File: config.mk
export PLATFORM = sky130hd
export DESIGN_NAME = sai_rx
export DESIGN_NICKNAME = d
export VERILOG_FILES = /design/src/rtl/sai_rx_pkg.sv /design/src/rtl/sai_rx_sync.sv /design/src/rtl/sai_rx_ratio.sv /design/src/rtl/sai_rx_deser.sv /design/src/rtl/sai_rx.sv
export SDC_FILE = /design/constraint.sdc
export NUM_CORES = 1
export LEC_CHECK = 0
export BUFFER_PORTS_ARGS = -buffer_cell sky130_fd_sc_hd__buf_2
export CAP_MARGIN = 15
export CORE_MARGIN = 1.5
export CORE_UTILIZATION = 53
export CTS_BUF_LIST = sky130_fd_sc_hd__clkbuf_4 sky130_fd_sc_hd__clkbuf_8 sky130_fd_sc_hd__clkbuf_16
export DETAILED_ROUTE_END_ITERATION = 8
export PLACE_DENSITY = 0.77
export SLEW_MARGIN = 25
export SYNTH_ARGS = -nofsm -noshare
export SYNTH_HDL_FRONTEND = slang
export SYNTH_SLANG_ARGS = --single-unit
export TNS_END_PERCENT = 1
File: constraint.sdc
create_clock -name clk_i -period 3.1 [get_ports clk_i]
set_input_delay 0.62 -clock clk_i [delete_from_list [all_inputs] [get_ports clk_i]]
set_output_delay 0.62 -clock clk_i [all_outputs]
set_load 0.01 [all_outputs]
File: src/rtl/sai_rx_pkg.sv
package sai_rx_pkg;
  localparam int SAMPLE_W = 24;

  typedef enum logic [1:0] {
    FMT_I2S  = 2'd0,
    FMT_LJ   = 2'd1,
    FMT_RJ   = 2'd2,
    FMT_RSVD = 2'd3
  } fmt_e;

  function automatic int unsigned word_bits(input logic [1:0] wl);
    case (wl)
      2'd0:    return 16;
      2'd1:    return 20;
      default: return 24;
    endcase
  endfunction
endpackage

File: src/rtl/sai_rx_sync.sv
module sai_rx_sync #(
  parameter int STAGES = 2,
  parameter int W      = 1
) (
  input  logic         clk_i,
  input  logic         rst_ni,
  input  logic [W-1:0] d_i,
  output logic [W-1:0] q_o
);
  logic [W-1:0] stg [STAGES];

  for (genvar i = 0; i < STAGES; i++) begin : g_stg
    if (i == 0) begin : g_first
      always_ff @(posedge clk_i or negedge rst_ni) begin
        if (!rst_ni) stg[i] <= '0;
        else         stg[i] <= d_i;
      end
    end else begin : g_next
      always_ff @(posedge clk_i or negedge rst_ni) begin
        if (!rst_ni) stg[i] <= '0;
        else         stg[i] <= stg[i-1];
      end
    end
  end

  assign q_o = stg[STAGES-1];
endmodule

File: src/rtl/sai_rx_ratio.sv
module sai_rx_ratio #(
  parameter int MAX_RATIO = 64
) (
  input  logic clk_i,
  input  logic rst_ni,
  input  logic rise_i,
  input  logic frame_i,
  output logic err_o
);
  localparam int CNT_W = $clog2(2 * MAX_RATIO);
  localparam logic [CNT_W-1:0] CNT_MAX = {CNT_W{1'b1}};
  localparam logic [CNT_W-1:0] R_LO  = CNT_W'(32);
  localparam logic [CNT_W-1:0] R_MID = CNT_W'(48);
  localparam logic [CNT_W-1:0] R_HI  = CNT_W'(64);

  logic [CNT_W-1:0] cnt_q;
  logic             have_q, err_q, good_q, legal;

  assign legal = (cnt_q == R_LO) || (cnt_q == R_MID) || (cnt_q == R_HI);

  always_ff @(posedge clk_i or negedge rst_ni) begin
    if (!rst_ni) begin
      cnt_q  <= '0;
      have_q <= 1'b0;
      err_q  <= 1'b0;
      good_q <= 1'b0;
    end else if (rise_i) begin
      if (frame_i) begin
        cnt_q  <= CNT_W'(1);
        have_q <= 1'b1;
        if (have_q) begin
          if (!legal) begin
            err_q  <= 1'b1;
            good_q <= 1'b0;
          end else if (err_q) begin
            // second legal frame in a row releases the flag
            if (good_q) begin
              err_q  <= 1'b0;
              good_q <= 1'b0;
            end else begin
              good_q <= 1'b1;
            end
          end
        end
      end else if (cnt_q != CNT_MAX) begin
        cnt_q <= cnt_q + 1'b1;
      end
    end
  end

  assign err_o = err_q;

  AST_ERR_ON_BAD_COUNT: assert property (@(posedge clk_i) disable iff (!rst_ni)
    (rise_i && frame_i && have_q && !legal) |=> err_q);
  AST_ERR_MOVES_AT_FRAME: assert property (@(posedge clk_i) disable iff (!rst_ni)
    !$stable(err_q) |-> $past(rise_i && frame_i));
  AST_CLEAR_ON_LEGAL: assert property (@(posedge clk_i) disable iff (!rst_ni)
    $fell(err_q) |-> $past(legal && good_q));
endmodule

File: src/rtl/sai_rx_deser.sv
module sai_rx_deser
  import sai_rx_pkg::*;
#(
  parameter int DW    = SAMPLE_W,
  parameter int POS_W = 7
) (
  input  logic          clk_i,
  input  logic          rst_ni,
  input  logic [1:0]    fmt_i,
  input  logic [1:0]    wlen_i,
  input  logic          rise_i,
  input  logic          change_i,
  input  logic          lr_i,
  input  logic          lr_prev_i,
  input  logic          sd_i,
  output logic [DW-1:0] word_o,
  output logic          word_vld_o,
  output logic          word_left_o
);
  localparam logic [POS_W-1:0] POS_MAX = {POS_W{1'b1}};
  localparam int SH_W = $clog2(DW + 1);

  logic [DW-1:0]    shreg_q, sh_next;
  logic [POS_W-1:0] pos_q, pos_now, off, wbits, last_pos;
  logic [SH_W-1:0]  shamt;
  logic             synced_q, in_slot, is_lj, is_rj, in_win, shift_en;

  assign is_lj    = (fmt_i == FMT_LJ);
  assign is_rj    = (fmt_i == FMT_RJ);
  assign off      = is_lj ? '0 : POS_W'(1);
  assign wbits    = POS_W'(word_bits(wlen_i));
  assign shamt    = SH_W'(DW - int'(word_bits(wlen_i)));
  assign last_pos = off + wbits - POS_W'(1);

  assign pos_now  = change_i ? '0 : pos_q;
  assign in_slot  = synced_q | change_i;
  assign in_win   = (pos_now >= off) && (pos_now <= last_pos);
  assign shift_en = rise_i && (is_rj || in_win);
  assign sh_next  = {shreg_q[DW-2:0], sd_i};

  always_ff @(posedge clk_i or negedge rst_ni) begin
    if (!rst_ni) begin
      shreg_q  <= '0;
      pos_q    <= '0;
      synced_q <= 1'b0;
    end else if (rise_i) begin
      if (shift_en) shreg_q <= sh_next;
      pos_q <= (pos_now == POS_MAX) ? pos_now : pos_now + 1'b1;
      if (change_i) synced_q <= 1'b1;
    end
  end

  always_comb begin
    word_vld_o  = 1'b0;
    word_o      = '0;
    word_left_o = 1'b0;
    if (is_rj) begin
      // word is complete once the slot it belonged to has ended
      word_vld_o  = rise_i && change_i && synced_q;
      word_o      = shreg_q << shamt;
      word_left_o = ~lr_prev_i;
    end else begin
      word_vld_o  = rise_i && in_slot && (pos_now == last_pos);
      word_o      = sh_next << shamt;
      word_left_o = is_lj ? lr_i : ~lr_i;
    end
  end

  AST_NO_WORD_UNSYNCED: assert property (@(posedge clk_i) disable iff (!rst_ni)
    word_vld_o |-> (synced_q || change_i));
  AST_WORD_ON_EDGE: assert property (@(posedge clk_i) disable iff (!rst_ni)
    word_vld_o |-> rise_i);
endmodule

File: src/rtl/sai_rx.sv
module sai_rx
  import sai_rx_pkg::*;
#(
  parameter int DW          = SAMPLE_W,
  parameter int SYNC_STAGES = 2,
  parameter int MAX_RATIO   = 64
) (
  input  logic          clk_i,
  input  logic          rst_ni,
  input  logic [1:0]    fmt_i,
  input  logic [1:0]    wlen_i,
  input  logic          bclk_i,
  input  logic          lrclk_i,
  input  logic          sdata_i,
  output logic [DW-1:0] left_data_o,
  output logic          left_valid_o,
  output logic [DW-1:0] right_data_o,
  output logic          right_valid_o,
  output logic          ratio_err_o
);
  localparam int POS_W = $clog2(2 * MAX_RATIO);

  logic [2:0]    sync_q;
  logic          s_bclk, s_lr, s_sd, bclk_d, lr_prev_q;
  logic          rise, change, frame, err;
  logic [DW-1:0] word;
  logic          word_vld, word_left;

  sai_rx_sync #(.STAGES(SYNC_STAGES), .W(3)) u_sync (
    .clk_i (clk_i),
    .rst_ni(rst_ni),
    .d_i   ({bclk_i, lrclk_i, sdata_i}),
    .q_o   (sync_q)
  );
  assign {s_bclk, s_lr, s_sd} = sync_q;

  always_ff @(posedge clk_i or negedge rst_ni) begin
    if (!rst_ni) begin
      bclk_d    <= 1'b0;
      lr_prev_q <= 1'b0;
    end else begin
      bclk_d <= s_bclk;
      if (rise) lr_prev_q <= s_lr;
    end
  end

  assign rise   = s_bclk & ~bclk_d;
  assign change = rise & (s_lr ^ lr_prev_q);
  assign frame  = change & s_lr;

  sai_rx_ratio #(.MAX_RATIO(MAX_RATIO)) u_ratio (
    .clk_i  (clk_i),
    .rst_ni (rst_ni),
    .rise_i (rise),
    .frame_i(frame),
    .err_o  (err)
  );

  sai_rx_deser #(.DW(DW), .POS_W(POS_W)) u_deser (
    .clk_i      (clk_i),
    .rst_ni     (rst_ni),
    .fmt_i      (fmt_i),
    .wlen_i     (wlen_i),
    .rise_i     (rise),
    .change_i   (change),
    .lr_i       (s_lr),
    .lr_prev_i  (lr_prev_q),
    .sd_i       (s_sd),
    .word_o     (word),
    .word_vld_o (word_vld),
    .word_left_o(word_left)
  );

  always_ff @(posedge clk_i or negedge rst_ni) begin
    if (!rst_ni) begin
      left_data_o   <= '0;
      right_data_o  <= '0;
      left_valid_o  <= 1'b0;
      right_valid_o <= 1'b0;
    end else begin
      left_valid_o  <= 1'b0;
      right_valid_o <= 1'b0;
      if (word_vld && !err) begin
        if (word_left) begin
          left_data_o  <= word;
          left_valid_o <= 1'b1;
        end else begin
          right_data_o  <= word;
          right_valid_o <= 1'b1;
        end
      end
    end
  end

  assign ratio_err_o = err;

  AST_VALID_GATED_L: assert property (@(posedge clk_i) disable iff (!rst_ni)
    left_valid_o |-> !$past(ratio_err_o));
  AST_VALID_GATED_R: assert property (@(posedge clk_i) disable iff (!rst_ni)
    right_valid_o |-> !$past(ratio_err_o));
  AST_ONE_CHANNEL: assert property (@(posedge clk_i) disable iff (!rst_ni)
    !(left_valid_o && right_valid_o));
  AST_HOLD_L: assert property (@(posedge clk_i) disable iff (!rst_ni)
    !left_valid_o |-> $stable(left_data_o));
  AST_HOLD_R: assert property (@(posedge clk_i) disable iff (!rst_ni)
    !right_valid_o |-> $stable(right_data_o));
  AST_LSB_ZERO_16: assert property (@(posedge clk_i) disable iff (!rst_ni)
    (left_valid_o && wlen_i == 2'd0) |-> (left_data_o[7:0] == 8'h00));
endmodule

After elaboration in Yosys (flattened, before gate mapping)
Index checks and enable logic that the tools add are counted.
{ "op_classes": {"n_mux": 19, "eq_ne": 10, "add_sub_neg": 5, "reduce_logical": 21, "multipliers": 0, "n_div": 0, "shift": 2, "bitwise": 9, "n_lt_le_gt_ge": 2} }
{ "ops": {"columns": ["operator", "n"], "rows": [
  ["left shift 24 x 5 -> 24 bit", 2],
  ["2-to-1 mux 7 bit", 4],
  ["2-to-1 mux 24 bit", 1],
  ["adder 7 x 1 -> 7 bit, second input constant", 2],
  ["equality test 7 x 6 -> 1 bit, second input constant", 2],
  ["equality test 7 bit, second input constant", 2],
  ["2-to-1 mux 1 bit", 13],
  ["AND reduction 2 bit", 6],
  ["one-hot mux 4 bit (2 select lines)", 1],
  ["adder 7 x 5 -> 7 bit", 1],
  ["equality test 7 bit", 1],
  [">= comparator 7 bit", 1],
  ["<= comparator 7 bit", 1],
  ["logical AND 1 bit", 7],
  ["inequality test 7 bit, second input constant", 1],
  ["subtractor 7 x 1 -> 7 bit, second input constant", 1],
  ["subtractor 5 bit, first input constant", 1],
  ["equality test 2 x 1 -> 1 bit, second input constant", 2],
  ["NOT 1 bit", 4],
  ["AND reduction 4 bit", 1],
  ["AND 1 bit", 3],
  ["logical OR 1 bit", 3],
  ["AND reduction 3 bit", 1],
  ["equality test 2 bit, second input constant", 1],
  ["other kinds (6)", 6]
]} }
{ "word_totals": {"rom_bits": 0, "inputBits": 9, "out_inout_bits": 51, "ff_bits": 100, "word_cells": 83, "latch_bits": 0, "mem_count": 0, "mem_bits_rw": 0} }

Logic depth before layout (Yosys ltp)
{ "logic_depth": {"word_depth": 9, "ltp_mapped": 12, "ltp_nobuf": 11} }

Modules after synthesis
From an unflattened synthesis, not the netlist that was laid out.
{ "hier_totals": {"cells_unflattened": 407, "hier_area_um2": 4981.0} }
{ "by_module_without_submodules": {"columns": ["module", "n_inst", "area_per_inst_um2", "seq_area_each_um2", "cells_each"], "rows": [
  ["sai_rx_deser", 1, 2272.2, 800.8, 230],
  ["sai_rx", 1, 1950.6, 1301.2, 113],
  ["sai_rx_ratio", 1, 585.6, 250.2, 55],
  ["sai_rx_sync", 1, 172.7, 150.1, 9]
]} }

Worst setup path after synthesis
No wires, ideal clock.
{ "synth_path": {"kind": "input to register", "start": "input wlen_i[0]", "end": "register u_deser.shreg_q[10]", "setup_ps": 125, "path_buffers": 3, "path_slack_ps": -192, "path_stages": 11, "arrival_time_ps": 3167, "t_required_ps": 2975, "path_cell_list": "buf_2 > buf_1 > nor3_1 > ha_1 > nand2_1 > a2111oi_4 > o21ai_1 > a21oi_1 > a221oi_4 > buf_6 > mux2_4"} }
{ "synth_between": {"elab_chain_cells": 9, "elab_cells_between_ends": 10, "classes_between": "add/sub: 2; order compare: 1; eq/ne: 1; mux: 1; reduce/logical: 5"} }
{ "synth_rtl": {"columns": ["item", "line", "text"], "rows": [
  ["from (decl)", "sai_rx.sv:11", "input logic [1:0] wlen_i,"],
  ["equality test 2 x 1 -> 1 bit or logical NOT 2 bit (tied branches)", "sai_rx_pkg.sv:12", "case (wl)"],
  ["one-hot mux 4 bit (2 select lines) *", "sai_rx_pkg.sv:12", null],
  ["adder 7 x 5 -> 7 bit *", "sai_rx_deser.sv:33", "assign last_pos = off + wbits - POS_W'(1);"],
  ["subtractor 7 x 1 -> 7 bit *", "sai_rx_deser.sv:33", null],
  ["<= comparator 7 bit *", "sai_rx_deser.sv:37", "assign in_win = (pos_now >= off) && (pos_now <= last_pos);"],
  ["logical AND 1 bit *", "sai_rx_deser.sv:37", null],
  ["logical OR 1 bit *", "sai_rx_deser.sv:38", "assign shift_en = rise_i && (is_rj || in_win);"],
  ["logical AND 1 bit *", "sai_rx_deser.sv:38", null],
  ["AND reduction 2 bit (no source line) *", null, null],
  ["to (signal assigned)", "sai_rx_deser.sv:47", "if (shift_en) shreg_q <= sh_next;"],
  ["to (decl)", "sai_rx_deser.sv:23", "logic [DW-1:0] shreg_q, sh_next;"]
]} }
Every way passes the cells marked *; elsewhere a longest branch is shown, timed or not.
A chain may end at the register's enable or synchronous reset.

Worst setup path after layout
{ "layout_path": {"start": "register u_sync.stg, in the netlist u_sync.q_o[1]", "end": "register u_deser.shreg_q[6]"} }
{ "layout_between": {"elab_chain_cells": 8, "elab_cells_between_ends": 9, "classes_between": "order compare: 2; mux: 1; bitwise: 2; reduce/logical: 4"} }
{ "layout_rtl": {"columns": ["item", "line", "text"], "rows": [
  ["from (decl)", "sai_rx_sync.sv:10", "logic [W-1:0] stg [STAGES];"],
  ["from (signal, indexed assignment)", "sai_rx_sync.sv:21", "else stg[i] <= stg[i-1];"],
  ["XOR 1 bit *", "sai_rx.sv:48", "assign change = rise & (s_lr ^ lr_prev_q);"],
  ["AND 1 bit *", "sai_rx.sv:48", null],
  ["2-to-1 mux 7 bit *", "sai_rx_deser.sv:35", "assign pos_now = change_i ? '0 : pos_q;"],
  [">= comparator 7 bit or <= comparator 7 bit (tied branches)", "sai_rx_deser.sv:37", null],
  ["logical AND 1 bit *", "sai_rx_deser.sv:37", null],
  ["logical OR 1 bit *", "sai_rx_deser.sv:38", null],
  ["logical AND 1 bit *", "sai_rx_deser.sv:38", null],
  ["AND reduction 2 bit (no source line) *", null, null]
]} }
Marked as above.

==> key figures <==
Flow run
  • Max-capacitance violation count: 0

Place
  • GP Congestion: 0.835
  • I/O Buffers: 59
  • Final HPWL DP: 6.70 mm
  • Setup WS pre-CTS: 0.0796 ns

Yosys
  • Sequential fraction of the synthesis area: 0.506
  • Syn. warnings: 0
  • Mapped cell area: 4950 sq um
  • Post-synth ARST share: 1.00
  • #FFs+latches synth: 100
  • Top cells by area, synth: dfrtp_1 (51%), mux2_2 (11%), mux2i_1 (7.7%)
  • Unique cell type count in the Yosys netlist: 49
  • Post-synth EDFFs: 0
  • Synthesized area per cell: 12.2 sq um
  • Synthesized Nets: 419
  • Synth area leader: dfrtp_1
  • Top cell type's share of synthesized area: 0.506
  • Primary FF master, synth: dfrtp_1
  • Mapped Cells: 405

Clocking
  • Root Buffer Master: clkbuf_8
  • Longest Clk Path Bufs: 2
  • H-tree levels: 3
  • Post-CTS setup buffers: 0
  • Worst-path clk slew: 0.11 ns
  • TritonCTS clock tree: built
  • Clk_lat worst skew: 0.37 ns
  • Total CTS buffers: 9
  • Hold buffers post-CTS: 0
  • Resized Gates After CTS: 0
  • CTS sink cnt: 100

Critical path
  • Delay-heaviest family, CP: compound AO/OA/AOI/OAI gates
  • Crit path DAT: 3.06 ns
  • Worst Path Required: 3.35 ns
  • Crit-path max cell delay: 0.62 ns
  • Crit Path Category: reg -> reg
  • Crit path max fanout: 24
  • CP cell instances: xor2_1 -> nand2_1 -> and2_1 -> ha_1 -> a2111oi_1 -> a221oi_4 -> buf_12 -> mux2_4
  • Worst reg2reg endpoint: u_deser.shreg_q[6]$_DFFE_PN0P_
  • Slowest cell on the critical path: a2111oi_1
  • CP bufs+invs: 1
  • FF-to-FF Start: u_sync.q_o[1]$_DFF_PN0_
  • Reg2reg path depth: 8
  • CP Capture Type: flop
  • FF-to-FF setup slack: 0.29 ns
  • Startpoint Class: flop

Drt
  • Vias: 3268
  • Post-route DRC: 0
  • DR vias/cell: 5.61
  • WL/cell: 16.2 microns
  • ANT nets after route: 0
  • Drt total wl: 9.46 mm
  • Initial drt markers: 182
  • Iteration count of the initial detailed-routing pass: 4

Final layout
  • Fill cell count: 735
  • FF+latch area: 2500 sq um
  • Nets: 481
  • Share of layout cells above drive strength 1: 0.352
  • ANT cells: 0
  • Multi-input logic area: 2300 sq um
  • Layout area overhead: 13.9%

STA
  • Period Utilization, post-route: 0.907
  • Slew HR: 0.457
  • Final Setup Violations: 0
  • Tmin final: 2.81 ns
  • RSZ-0062 raised after global routing: false
  • Final Hold Vio Count: 0
  • Final Slew Violations: 0
  • Setup TNS: 0 ns
  • Final Skew: 0.0142 ns
  • Worst setup margin: 0.288 ns
  • Worst-margin pin slew: 0.815 ns
  • Fmax: 0.356 GHz

GRT
  • Congestion Overflow GR: 0
  • Tot GR Track Use: 0.201
  • Initial antenna violation count: 0
  • Global-route wire length before repair: 15.7 mm
  • Largest net degree at the start of global routing: 55
  • Vias in the first global route: 3288

Outcome
  • Outcome: complete, no violations

Floorplan
  • DIE AREA: 9930 sq um
  • Initial Utilization: 0.541
  • Cell row count: 35
  • Top Ports: 60
  • Die W: 99.6 microns
  • Die height: 99.6 microns
  • CORE AREA: 9150 sq um

Power and ir drop
  • P per Cell Area: 657 nW/um^2
  • Max VDD drop: 0.000355 V
  • P_leak: 2.94 nW

Min path
  • Worst hold path class: in -> async
==> cells in the mapped netlist (all sizes together) (5+ instances only) <==
cell / instances
a21oi: 22
o21ai: 5
nand2: 21
nand2b: 6
mux2: 73
mux2i: 38
dfrtp: 100
inv: 7
o22ai: 5
xor2: 8
nor2: 42
ha: 5
clkbuf: 8
buf: 15
==> how the worst max path moves through the flow <==
stage,start,end,slack (ns),depth (start not counted)
3_3_place_gp,fmt_i[1],u_deser.shreg_q[1]$_DFFE_PN0P_,0.17,11
2_1_floorplan,wlen_i[0],u_deser.shreg_q[10]$_DFFE_PN0P_,0.03,12
5_1_grt,u_sync.q_o[1]$_DFF_PN0_,u_deser.shreg_q[10]$_DFFE_PN0P_,0.12,11
6_report,u_sync.q_o[1]$_DFF_PN0_,u_deser.shreg_q[6]$_DFFE_PN0P_,0.29,8
4_1_cts,u_sync.q_o[1]$_DFF_PN0_,u_deser.shreg_q[23]$_DFFE_PN0P_,0.29,9
3_5_place_dp,fmt_i[1],u_deser.shreg_q[23]$_DFFE_PN0P_,0.08,11
==> cells in the final DEF, fill, tap and decap left out, drive strengths merged, types with 2 or more instances in the layout <==
cell,synthesis,final
a2111oi,2,2
a21oi,22,22
a31oi,4,4
a41oi,4,4
and2,3,3
and3,2,2
buf,15,74
clkbuf,8,9
clkinv,0,2
dfrtp,100,100
ha,5,5
inv,7,10
mux2,73,73
mux2i,38,38
nand2,21,21
nand2b,6,6
nand3,4,4
nand4,4,4
nand4b,2,2
nor2,42,42
nor2b,2,2
nor3,3,3
o211ai,2,2
o21ai,5,5
o22ai,5,5
or2,2,2
xnor2,4,4
xor2,8,8
==> routing by layer <==
metal,share of wire,wire (microns),up-vias,global-route usage
met4,0.014,131,0,0.0737
met1,0.46,4330,1627,0.269
met2,0.50,4710,70,0.328
li1,-,-,1557,-
met3,0.031,297,14,0.0365
met5,0,0,-,0
==> where the power goes <==
group / internal [mW] / leakage [nW] / switching, mW
sequential: 1.54 / 1.32 / 0.247
combinational: 0.525 / 1.52 / 0.520
clock: 0.388 / 0.104 / 0.483
total: 2.45 / 2.94 / 1.25
==> sequential cells by signal, summed over array words and instances, names as in the netlist <==
| name | count |
|---|---|
| u_ratio.good_q | 1 |
| right_data_o | 24 |
| bclk_d | 1 |
| u_ratio.err_o | 1 |
| u_ratio.have_q | 1 |
| u_deser.pos_q | 7 |
| u_sync.q_o | 3 |
| u_sync.stg | 3 |
| u_ratio.cnt_q | 7 |
| u_deser.synced_q | 1 |
| u_deser.shreg_q | 24 |
| right_valid_o | 1 |
| lr_prev_q | 1 |
| left_data_o | 24 |
| left_valid_o | 1 |
==> final cells by class <==
type                            count  share of cell area
Sequential cell                   100               0.444
Timing Repair Buffer               74              0.0817
Clock inverter                      7              0.0147
Inverter                            7             0.00466
Clock buffer                        9              0.0220
Multi-Input combinational cell    275               0.408
Tap cell                          111              0.0246
==> through the flow <==
step | instances | total power, mW | utilization | area (sq um) | hold slack, ns
final | 583 | 3.70 | 0.616 | 5640 | 0.235
after CTS | 583 | 3.72 | 0.616 | 5640 | 0.260
after global routing | 583 | 3.92 | 0.616 | 5640 | 0.266
after floorplan | 405 | 2.53 | - | 4950 | 0.324
after global placement | 567 | 2.80 | 0.593 | 5430 | 0.335
after detailed placement | 567 | 2.84 | 0.593 | 5430 | 0.335
==> cells by family (layout without fill, tap and decap cells) <==
family	count (synthesis)	count (layout)	share of synthesized area
xor gates and xnor gates	12	12	0.0228
buffers and inverters	30	97	0.0301
DFF	100	100	0.506
AOI/OAI and AO/OA	51	51	0.0799
and+or+nand+nor	96	96	0.0908
muxes	111	111	0.258
adders and majority gates	5	5	0.0126
Note: power is estimated with default switching activity, not from simulation.
